**config.mk**
```make
export PLATFORM = sky130hd
export DESIGN_NAME = rood_pos_gen
export DESIGN_NICKNAME = d
export VERILOG_FILES = /design/src/rtl/rood_pkg.sv /design/src/rtl/rood_skip_step.sv /design/src/rtl/rood_offset_map.sv /design/src/rtl/rood_pos_gen.sv
export SDC_FILE = /design/constraint.sdc
export NUM_CORES = 1
export LEC_CHECK = 0
export BUFFER_PORTS_ARGS = -buffer_cell sky130_fd_sc_hd__buf_2
export CORE_ASPECT_RATIO = 0.9
export CORE_UTILIZATION = 49
export CTS_BUF_LIST = sky130_fd_sc_hd__clkbuf_16
export DETAILED_ROUTE_END_ITERATION = 16
export MAX_ROUTING_LAYER = met4
export PLACE_DENSITY = 0.76
export SYNTH_ARGS = -nofsm -noshare
export SYNTH_HDL_FRONTEND = slang
export SYNTH_HIERARCHICAL = 1
export SYNTH_SLANG_ARGS = --single-unit
```
**constraint.sdc**
```tcl
create_clock -name clk_i -period 1.95 [get_ports clk_i]
set_input_delay 0.195 -clock clk_i [delete_from_list [all_inputs] [get_ports clk_i]]
set_output_delay 0.195 -clock clk_i [all_outputs]
set_load 0.01 [all_outputs]
```
**src/rtl/rood_pkg.sv**
```systemverilog
package rood_pkg;
   localparam int unsigned PAT_N = 6;
   localparam int unsigned POS_W = 3;

   typedef enum logic [1:0] {
      PH_IDLE = 2'd0,
      PH_LOAD = 2'd1,
      PH_RUN  = 2'd2
   } phase_e;

   typedef enum logic {
      STG_WIDE = 1'b0,
      STG_UNIT = 1'b1
   } stage_e;
endpackage

```
**src/rtl/rood_skip_step.sv**
```systemverilog
module rood_skip_step #(
   parameter int unsigned PAT_N = rood_pkg::PAT_N,
   parameter int unsigned POS_W = rood_pkg::POS_W
) (
   input  logic [PAT_N-1:1] tail_i,
   output logic [POS_W-1:0] inc_o,
   output logic [PAT_N-1:0] skip_nxt_o
);
   localparam int unsigned EXT_W = 2 * PAT_N;

   if (PAT_N != 6) begin : g_bad_pat
      $error("rood_skip_step: increment table is defined for six points");
   end
   if ((1 << POS_W) <= PAT_N) begin : g_bad_posw
      $error("rood_skip_step: POS_W too narrow");
   end

   // Step select: largest qualifying jump wins.
   always_comb begin
      if (&tail_i[5:1])      inc_o = POS_W'(6);
      else if (&tail_i[4:1]) inc_o = POS_W'(5);
      else if (&tail_i[2:1]) inc_o = POS_W'(3);
      else if (tail_i[1])    inc_o = POS_W'(2);
      else                   inc_o = POS_W'(1);
   end

   // Barrel shift toward bit 0; vacated upper bits read as "skip" (past end).
   logic [EXT_W-1:0] ext_w;
   logic [EXT_W-1:0] shifted_w;
   assign ext_w      = {{PAT_N{1'b1}}, tail_i, 1'b0};
   assign shifted_w  = ext_w >> inc_o;
   assign skip_nxt_o = shifted_w[PAT_N-1:0];
endmodule

```
**src/rtl/rood_offset_map.sv**
```systemverilog
module rood_offset_map #(
   parameter int unsigned OFS_W   = 4,
   parameter int unsigned ARM_W   = 3,
   parameter int unsigned POS_W   = rood_pkg::POS_W,
   parameter bit          SAT_NEG = 1'b1
) (
   input  rood_pkg::stage_e          stage_i,
   input  logic [POS_W-1:0]          pos_i,
   input  logic [ARM_W-1:0]          arm_x_i,
   input  logic [ARM_W-1:0]          arm_y_i,
   input  logic signed [OFS_W-1:0]   mvp_x_i,
   input  logic signed [OFS_W-1:0]   mvp_y_i,
   output logic signed [OFS_W-1:0]   ofs_x_o,
   output logic signed [OFS_W-1:0]   ofs_y_o
);
   localparam logic signed [OFS_W-1:0] S_MIN = {1'b1, {(OFS_W-1){1'b0}}};
   localparam logic signed [OFS_W-1:0] S_MAX = {1'b0, {(OFS_W-1){1'b1}}};
   localparam logic signed [OFS_W-1:0] S_ONE = OFS_W'(1);

   if (ARM_W >= OFS_W) begin : g_bad_arm
      $error("rood_offset_map: ARM_W must be narrower than OFS_W");
   end

   logic signed [OFS_W-1:0] ax_w, ay_w, ux_w, uy_w, nx_w, ny_w;
   assign ax_w = $signed({{(OFS_W-ARM_W){1'b0}}, arm_x_i});
   assign ay_w = $signed({{(OFS_W-ARM_W){1'b0}}, arm_y_i});
   assign ux_w = (stage_i == rood_pkg::STG_UNIT) ? S_ONE : ax_w;
   assign uy_w = (stage_i == rood_pkg::STG_UNIT) ? S_ONE : ay_w;

   if (SAT_NEG) begin : g_neg_sat
      assign nx_w = (mvp_x_i == S_MIN) ? S_MAX : -mvp_x_i;
      assign ny_w = (mvp_y_i == S_MIN) ? S_MAX : -mvp_y_i;
   end else begin : g_neg_wrap
      assign nx_w = -mvp_x_i;
      assign ny_w = -mvp_y_i;
   end

   always_comb begin
      ofs_x_o = '0;
      ofs_y_o = '0;
      unique case (pos_i)
         POS_W'(1): ofs_y_o = -uy_w;
         POS_W'(2): ofs_x_o = ux_w;
         POS_W'(3): ofs_y_o = uy_w;
         POS_W'(4): ofs_x_o = -ux_w;
         POS_W'(5): begin
            ofs_x_o = nx_w;
            ofs_y_o = ny_w;
         end
         default: ;
      endcase
   end
endmodule

```
**src/rtl/rood_pos_gen.sv**
```systemverilog
module rood_pos_gen #(
   parameter int unsigned OFS_W   = 4,
   parameter int unsigned ARM_W   = 3,
   parameter bit          SAT_NEG = 1'b1
) (
   input  logic                                clk_i,
   input  logic                                rst_ni,
   input  logic                                start_i,
   input  logic                                stage_i,
   input  logic [rood_pkg::PAT_N-1:0]          skip_mask_i,
   input  logic [ARM_W-1:0]                    arm_x_i,
   input  logic [ARM_W-1:0]                    arm_y_i,
   input  logic signed [OFS_W-1:0]             mvp_x_i,
   input  logic signed [OFS_W-1:0]             mvp_y_i,
   input  logic                                adv_i,
   output logic [rood_pkg::POS_W-1:0]          pos_o,
   output logic signed [OFS_W-1:0]             ofs_x_o,
   output logic signed [OFS_W-1:0]             ofs_y_o,
   output logic                                valid_o,
   output logic                                done_o
);
   import rood_pkg::*;

   localparam int unsigned N = PAT_N;
   localparam int unsigned W = POS_W;

   phase_e               phase_q;
   stage_e               stage_q;
   logic [N-1:0]         skip_q;
   logic [W-1:0]         pos_q;
   logic [ARM_W-1:0]     armx_q, army_q;
   logic signed [OFS_W-1:0] mvpx_q, mvpy_q;

   logic [N-1:0]         load_mask_w;
   logic [N-1:0]         skip_nxt_w;
   logic [W-1:0]         inc_w;
   logic                 run_w, tail_all_w, step_w, finish_w;

   // Load value: point 0 always searched; unit stage never uses point 5.
   always_comb begin
      load_mask_w = skip_mask_i & ~N'(1);
      if (stage_e'(stage_i) == STG_UNIT) load_mask_w[N-1] = 1'b1;
   end

   assign run_w      = (phase_q == PH_RUN);
   assign tail_all_w = &skip_q[N-1:1];
   assign valid_o    = run_w && !skip_q[0];
   assign done_o     = valid_o && tail_all_w;
   assign finish_w   = run_w && tail_all_w && (skip_q[0] || adv_i);
   assign step_w     = run_w && !tail_all_w && (skip_q[0] || adv_i);
   assign pos_o      = pos_q;

   rood_skip_step #(.PAT_N(N), .POS_W(W)) step_i (
      .tail_i     (skip_q[N-1:1]),
      .inc_o      (inc_w),
      .skip_nxt_o (skip_nxt_w)
   );

   rood_offset_map #(
      .OFS_W(OFS_W), .ARM_W(ARM_W), .POS_W(W), .SAT_NEG(SAT_NEG)
   ) ofs_i (
      .stage_i (stage_q),
      .pos_i   (pos_q),
      .arm_x_i (armx_q),
      .arm_y_i (army_q),
      .mvp_x_i (mvpx_q),
      .mvp_y_i (mvpy_q),
      .ofs_x_o (ofs_x_o),
      .ofs_y_o (ofs_y_o)
   );

   always_ff @(posedge clk_i or negedge rst_ni) begin
      if (!rst_ni) begin
         phase_q <= PH_IDLE;
         stage_q <= STG_WIDE;
         skip_q  <= '0;
         pos_q   <= '0;
         armx_q  <= '0;
         army_q  <= '0;
         mvpx_q  <= '0;
         mvpy_q  <= '0;
      end else if (start_i) begin
         phase_q <= PH_LOAD;
         stage_q <= stage_e'(stage_i);
         skip_q  <= load_mask_w;
         pos_q   <= '0;
         armx_q  <= arm_x_i;
         army_q  <= arm_y_i;
         mvpx_q  <= mvp_x_i;
         mvpy_q  <= mvp_y_i;
      end else begin
         unique case (phase_q)
            PH_LOAD: phase_q <= PH_RUN;
            PH_RUN: begin
               if (finish_w) begin
                  phase_q <= PH_IDLE;
               end else if (step_w) begin
                  pos_q  <= pos_q + inc_w;
                  skip_q <= skip_nxt_w;
               end
            end
            default: ;
         endcase
      end
   end
endmodule

```
### Word level (Yosys, flattened, before mapping)

Index checks and enable logic that the tools add are counted.

* $mul: 0
* div/mod/pow operators: 0
* add/subtract/negate cells: 5
* $lt $le $gt $ge: 0
* reductions and logical operators: 17
* mux-type cells: 22
* shift operators: 1
* bitwise gates (word level): 0
* equal/unequal tests: 11

Operator list (count)
* 2-to-1 mux 3 bit: 9
* 2-to-1 mux 6 bit: 4
* case mux 4 bit (3 select lines): 2
* negation 4 bit: 4
* >> shifter 12 x 3 -> 6 bit: 1
* == test 4 bit, second input constant: 2
* 2-to-1 mux 4 bit: 2
* == test 3 x 2 -> 1 bit, second input constant: 2
* == test 3 bit, second input constant: 2
* logical AND 1 bit: 6
* 2-to-1 mux 2 bit: 3
* AND reduction 5 bit: 1
* case mux 2 bit (2 select lines): 1
* AND reduction 2 bit: 2
* AND reduction 4 bit: 1
* nonzero test 2 bit: 2
* adder 3 bit: 1
* == test 3 x 1 -> 1 bit, second input constant: 1
* inequality test 3 x 2 -> 1 bit, second input constant: 1
* AND reduction 3 bit: 1
* nonzero test 3 bit: 1
* == test 2 x 1 -> 1 bit, second input constant: 1
* == test 2 bit, second input constant: 1
* logical NOT 1 bit: 2
* 3 further kinds: 3

* bits in registers: 26
* memories: 0
* input bits: 25
* word-level logic and storage cells: 64
* memory bits (writable): 0
* bits in latches: 0
* ROM bits: 0
* output and inout port bits: 13

### Depth between registers and ports, before layout

* depth after elaboration: 9
* gate-level depth with buffers: 8
* mapped depth without buffers: 8

### By module

The synthesis kept the hierarchy.

By module, submodules not included
* rood_pos_gen: instances 1, area an instance 1159.9 um^2, seq. area each 650.6 um^2, cells each 91
* rood_offset_map: instances 1, area an instance 425.4 um^2, seq. area each 0.0 um^2, cells each 62
* rood_skip_step: instances 1, area an instance 122.6 um^2, seq. area each 0.0 um^2, cells each 21

### Least setup slack after synthesis

Ideal clock, no wire load.

* path kind: register to register
* start point: register skip_q[4]
* end point: register pos_q[2] (netlist: pos_o[2])
* path buffers: 0
* setup time: 120 ps
* setup slack: 70 ps
* data required time: 1830 ps
* stages on the path, launching flop included: 9
* arrival: 1760 ps
* clock period less this slack: 1880 ps
* path through: dfrtp_1 -> and3_1 -> o21ai_0 -> ha_1 -> inv_1 -> fa_1 -> xnor2_1 -> a21oi_1 -> a31o_1

* word-level cells in the longest chain between the ends: 8
* elaborated cells on any way between the ends: 17
* those cells by class: add/sub: 1; eq/ne: 1; mux: 6; reduce/logical: 9

RTL lines
* from (decl): line rood_pos_gen.sv:29 `logic [N-1:0] skip_q;`
* from (signal assigned): line rood_pos_gen.sv:85 `skip_q <= load_mask_w;`
* from (signal assigned): line rood_pos_gen.sv:99 `skip_q <= skip_nxt_w;`
* AND reduction 4 bit: line rood_skip_step.sv:21 `else if (&tail_i[4:1]) inc_o = POS_W'(5);`
* 2-to-1 mux 3 bit: line rood_skip_step.sv:21
* 2-to-1 mux 3 bit *: line rood_skip_step.sv:20 `if (&tail_i[5:1]) inc_o = POS_W'(6);`
* named net inc_w[0]: line rood_pos_gen.sv:36 `logic [W-1:0] inc_w;`
* adder 3 bit *: line rood_pos_gen.sv:98 `pos_q <= pos_q + inc_w;`
* 2-to-1 mux 3 bit *: line rood_pos_gen.sv:97 `end else if (step_w) begin`
* 2-to-1 mux 3 bit *: line rood_pos_gen.sv:95 `if (finish_w) begin`
* 2-to-1 mux 3 bit *: line rood_pos_gen.sv:92 `unique case (phase_q)`
* 2-to-1 mux 3 bit *: line rood_pos_gen.sv:82 `end else if (start_i) begin`
* to (signal assigned): line rood_pos_gen.sv:98
* to (decl): line rood_pos_gen.sv:30 `logic [W-1:0] pos_q;`

Mark *: on every way through the listed nets, which the timed path passes. The rest lies on a longest branch. The select of a mux whose other input is x is not followed.
A chain may end at the register's enable or synchronous reset.

### Worst setup path after layout

* start point: register stage_q
* end point: output ofs_y_o[1]

* word-level cells in the longest chain between the ends: 3

RTL lines
* from (decl): line rood_pos_gen.sv:28 `stage_e stage_q;`
* from (signal assigned): line rood_pos_gen.sv:84 `stage_q <= stage_e'(stage_i);`
* 2-to-1 mux 3 bit *: line rood_offset_map.sv:28 `assign uy_w = (stage_i == rood_pkg::STG_UNIT) ? S_ONE : ay_w;`
* negation 4 bit: line rood_offset_map.sv:42 `POS_W'(1): ofs_y_o = -uy_w;`
* case mux 4 bit (3 select lines) *: line rood_offset_map.sv:41 `unique case (pos_i)`
* to (decl): line rood_pos_gen.sv:18 `output logic signed [OFS_W-1:0] ofs_y_o,`

Every way passes the cells marked *; elsewhere a longest branch is shown, timed or not.

==> results.md <==
| Item | Value |
|:---|:---|
| Number of diodes added for antenna fixing | 0 |
| Dominant cell by count in the synthesized netlist | sky130_fd_sc_hd__dfrtp_1 |
| Period utilization | 100% |
| Biggest area consumer among synthesized cells | sky130_fd_sc_hd__dfrtp_1 |
| Class of the worst hold path | input port to register |
| Critical Path AT | 1750 ps |
| Minimum clock period after layout | 1950 ps |
| Number of global-route vias before repair | 1371 |
| Slew at the pin closest to its max-slew limit | 586 ps |
| Area fraction of the dominant cell type after synthesis | 38.1% |
| Worst-path cell with the longest stage delay | sky130_fd_sc_hd__dfrtp_2 |
| Final weighted congestion in routability-driven placement | 0.885 |
| Die width | 64.2 microns |
| Category of the worst setup path launch point | register |
| Pwr/cell area | 684 nW/um^2 |
| Clock network latency to the later pin of the worst-skew pair | 260 ps |
| Clock tree from TritonCTS | yes |
| Main combinational cell family by area after synthesis | simple AND/OR/NAND/NOR gates |
| Top cells by instance count after synthesis | sky130_fd_sc_hd__dfrtp_1, sky130_fd_sc_hd__inv_1, sky130_fd_sc_hd__mux2_2, sky130_fd_sc_hd__nor2_1, sky130_fd_sc_hd__o21ai_0 |
| Kind of end point of the critical path | output port |
| Ys flop type | sky130_fd_sc_hd__dfrtp_1 |
| Post-DP Area | 1970 sq um |
| Rel. slew slack | 61.0% |
| Share of synthesized area occupied by flip-flops and latches | 38.1% |
| Max Clock Skew | 4.21 ps |
| Pwr Total | 0.00146 W |
| Total Routing Usage GR | 21.8% |
| # IOs | 38 |
| Core area | 3190 sq um |
| Synthesized area | 1710 sq um |
| Internal reg-to-reg setup slack | 100 ps |
| Initial core utilization | 53.6% |
| Pin count of the biggest net entering global routing | 31 |
| Via count | 1479 |
| Number of detailed-routing iterations run before antenna repair | 4 |
| Die extent in y | 58.0 microns |
| Async SR Flop Fraction | 100% |
| Post-Route Setup TNS | 0 ps |
| Detailed-route vias per instance | 5.71 |
| Aggregate routed wire length | 3850 microns |
| Initial antenna violation count | 0 |
| Leakage power | 0.990 nW |
| Post-route worst setup slack | 0.318 ps |
| IO Port Bufs | 36 |
| Drt wl/cell | 14.9 microns |
| Worst vdd rail ir drop | 0.584 mV |
| Clock root buffer | sky130_fd_sc_hd__clkbuf_16 |
| Fill cell instance count of the final layout | 273 |
| Syn Nets | 205 |
| Worst slack at placement | 77.6 ps |
| DR iter-0 viols | 91 |
| First-pass GRT wire length | 5950 microns |
| # rows | 19 |
| Remaining routing DRC violations | 0 |
| Run status | finished clean |
| TritonCTS buffer count | 3 |
| GRT overflow | 0 |
| Max-slew violations | 0 |
| Cells taking the most area after synthesis | sky130_fd_sc_hd__dfrtp_1, sky130_fd_sc_hd__mux2_2, sky130_fd_sc_hd__ha_1 |
| Critical path class | register to output port |
| Clock sink count | 26 |
| Syn_area_per_cell | 9.82 sq um |
| Largest fanout of any net on the critical path | 4 |
| MaxCap Viol Count | 0 |
| Cell chain of the critical path | nand2b_4 -> ha_4 -> inv_2 -> mux2_4 -> o22ai_2 -> and2_1 -> buf_2 |
| Max clock buf depth | 2 |
| Area growth syn-to-layout | 24.7% |
| Count of flip-flops with a built-in enable after synthesis | 0 |
| Total number of yosys warnings | 6 |
| H-tree lvl count | 1 |
| Mux cell area share after synthesis | 13.4% |
| Number of register bits inferred by synthesis | 26 |
| Final-report hold violation count | 0 |
| Delay of the slowest cell on the worst path | 440 ps |
| Fmax | 0.513 GHz |
| Simple-gate portion of the synthesized area | 18.5% |
| Filler-free cell count of the finished design | 259 |
| Critical path data required time | 1750 ps |
| DP Wirelength | 2680 microns |
| Yosys cell types | 54 |
| Compound-gate portion of the synthesized area | 17.8% |
| Fraction of layout cells with a size suffix above 1 | 41.9% |
| Parity-gate share of the synthesized area counting xor and xnor cells | 1.54% |
| Clock-pin slew of the registers on the worst-case setup and hold paths | 60 ps |
| Number of nets at the end of the flow | 250 |
| Post-route cell area | 2130 sq um |
| ANT nets after route | 0 |
| Count of mapped cells out of synthesis | 174 |
| Fraction of the mapped netlist area in adder cells | 4.84% |
| Setup repair after global routing missed its margin | yes |
| Post-Place Cells | 253 |
| Setup violators final | 0 |
| Total Die Area | 3730 sq um |
critical path, delay by kind of cell, from the launching register on:
family          cells  cell delay (ps)
fa+ha+maj           1              260
buf+inv             2              140
flops               1              440
mux                 1              260
compound gates      1              100
simple gates        2              300
worst paths after layout:
kind,start,endpoint,cells after the start
setup / recovery,stage_q,ofs_y_o[1],7
hold / removal,skip_mask_i[4],skip_q[4],3
setup reg to reg,skip_q[3],pos_o[2],8
hold reg to reg,phase_q[0],phase_q[0],1
max in group asynchronous,rst_ni,stage_q,2
min in group asynchronous,rst_ni,mvpx_q[3],2
logic make-up after synthesis:
group	after synthesis
adders and majority gates	6
DFF	26
buffers and inverters	23
AOI/OAI and AO/OA	44
other	1
muxes	20
and+or+nand+nor	51
xor gates and xnor gates	3
per-stage QoR:
stage / utilization, % / hold WS [ps]
6_report: 66.9 / 154
5_1_grt: 66.9 / 166
4_1_cts: 65.1 / 147
3_5_place_dp: 61.7 / 229
3_3_place_gp: 61.7 / 221
2_1_floorplan: - / -101
per-layer routing:
metal | global-route usage, % | vias to the layer above | wire length (microns)
met5 | - | - | 0
met4 | 9.84 | 0 | 57
met3 | 3.74 | 6 | 148
met2 | 35.7 | 45 | 1920
met1 | 26.6 | 720 | 1730
li1 | - | 708 | -
state kept, by name, indices dropped and copies added, names as in the netlist:
| name | count |
|---|---|
| skip_q | 6 |
| mvpx_q | 4 |
| mvpy_q | 4 |
| armx_q | 3 |
| army_q | 3 |
| pos_o | 3 |
| phase_q | 2 |
| stage_q | 1 |
what timing repair did:
action	4_1_cts	5_1_grt
setup buffers	1	1
hold buffers	1	0
endpoints found under the setup margin	1	4
gates resized for setup	3	12
endpoints found under the hold margin	26	0
pin swaps	1	6
area by class of cell:
class	instances	area [sq um]	share of cell area, %
multi-input combinational	125	1020	47.9
sequential	26	653	30.7
timing repair buffer	47	269	12.6
clock buffer	3	75.1	3.53
inverter	16	60.1	2.82
tap	42	52.6	2.47
power breakdown:
group          internal, W  total [W]  switching (W)
Combinational     0.000194   0.000379       0.000186
Clock             0.000271   0.000440       0.000169
Sequential        0.000589   0.000638      0.0000490
Total              0.00105    0.00146       0.000404
cell usage in the layout, fill, tap and decap left out, types with 6 or more instances in the layout:
| cell | n |
|---|---|
| sky130_fd_sc_hd__a21oi_1 | 10 |
| sky130_fd_sc_hd__buf_2 | 36 |
| sky130_fd_sc_hd__buf_4 | 9 |
| sky130_fd_sc_hd__dfrtp_1 | 24 |
| sky130_fd_sc_hd__inv_1 | 15 |
| sky130_fd_sc_hd__mux2_2 | 15 |
| sky130_fd_sc_hd__nand2_1 | 6 |
| sky130_fd_sc_hd__nor2_1 | 12 |
| sky130_fd_sc_hd__o21ai_0 | 10 |
Power figures use the tool's default switching activity.
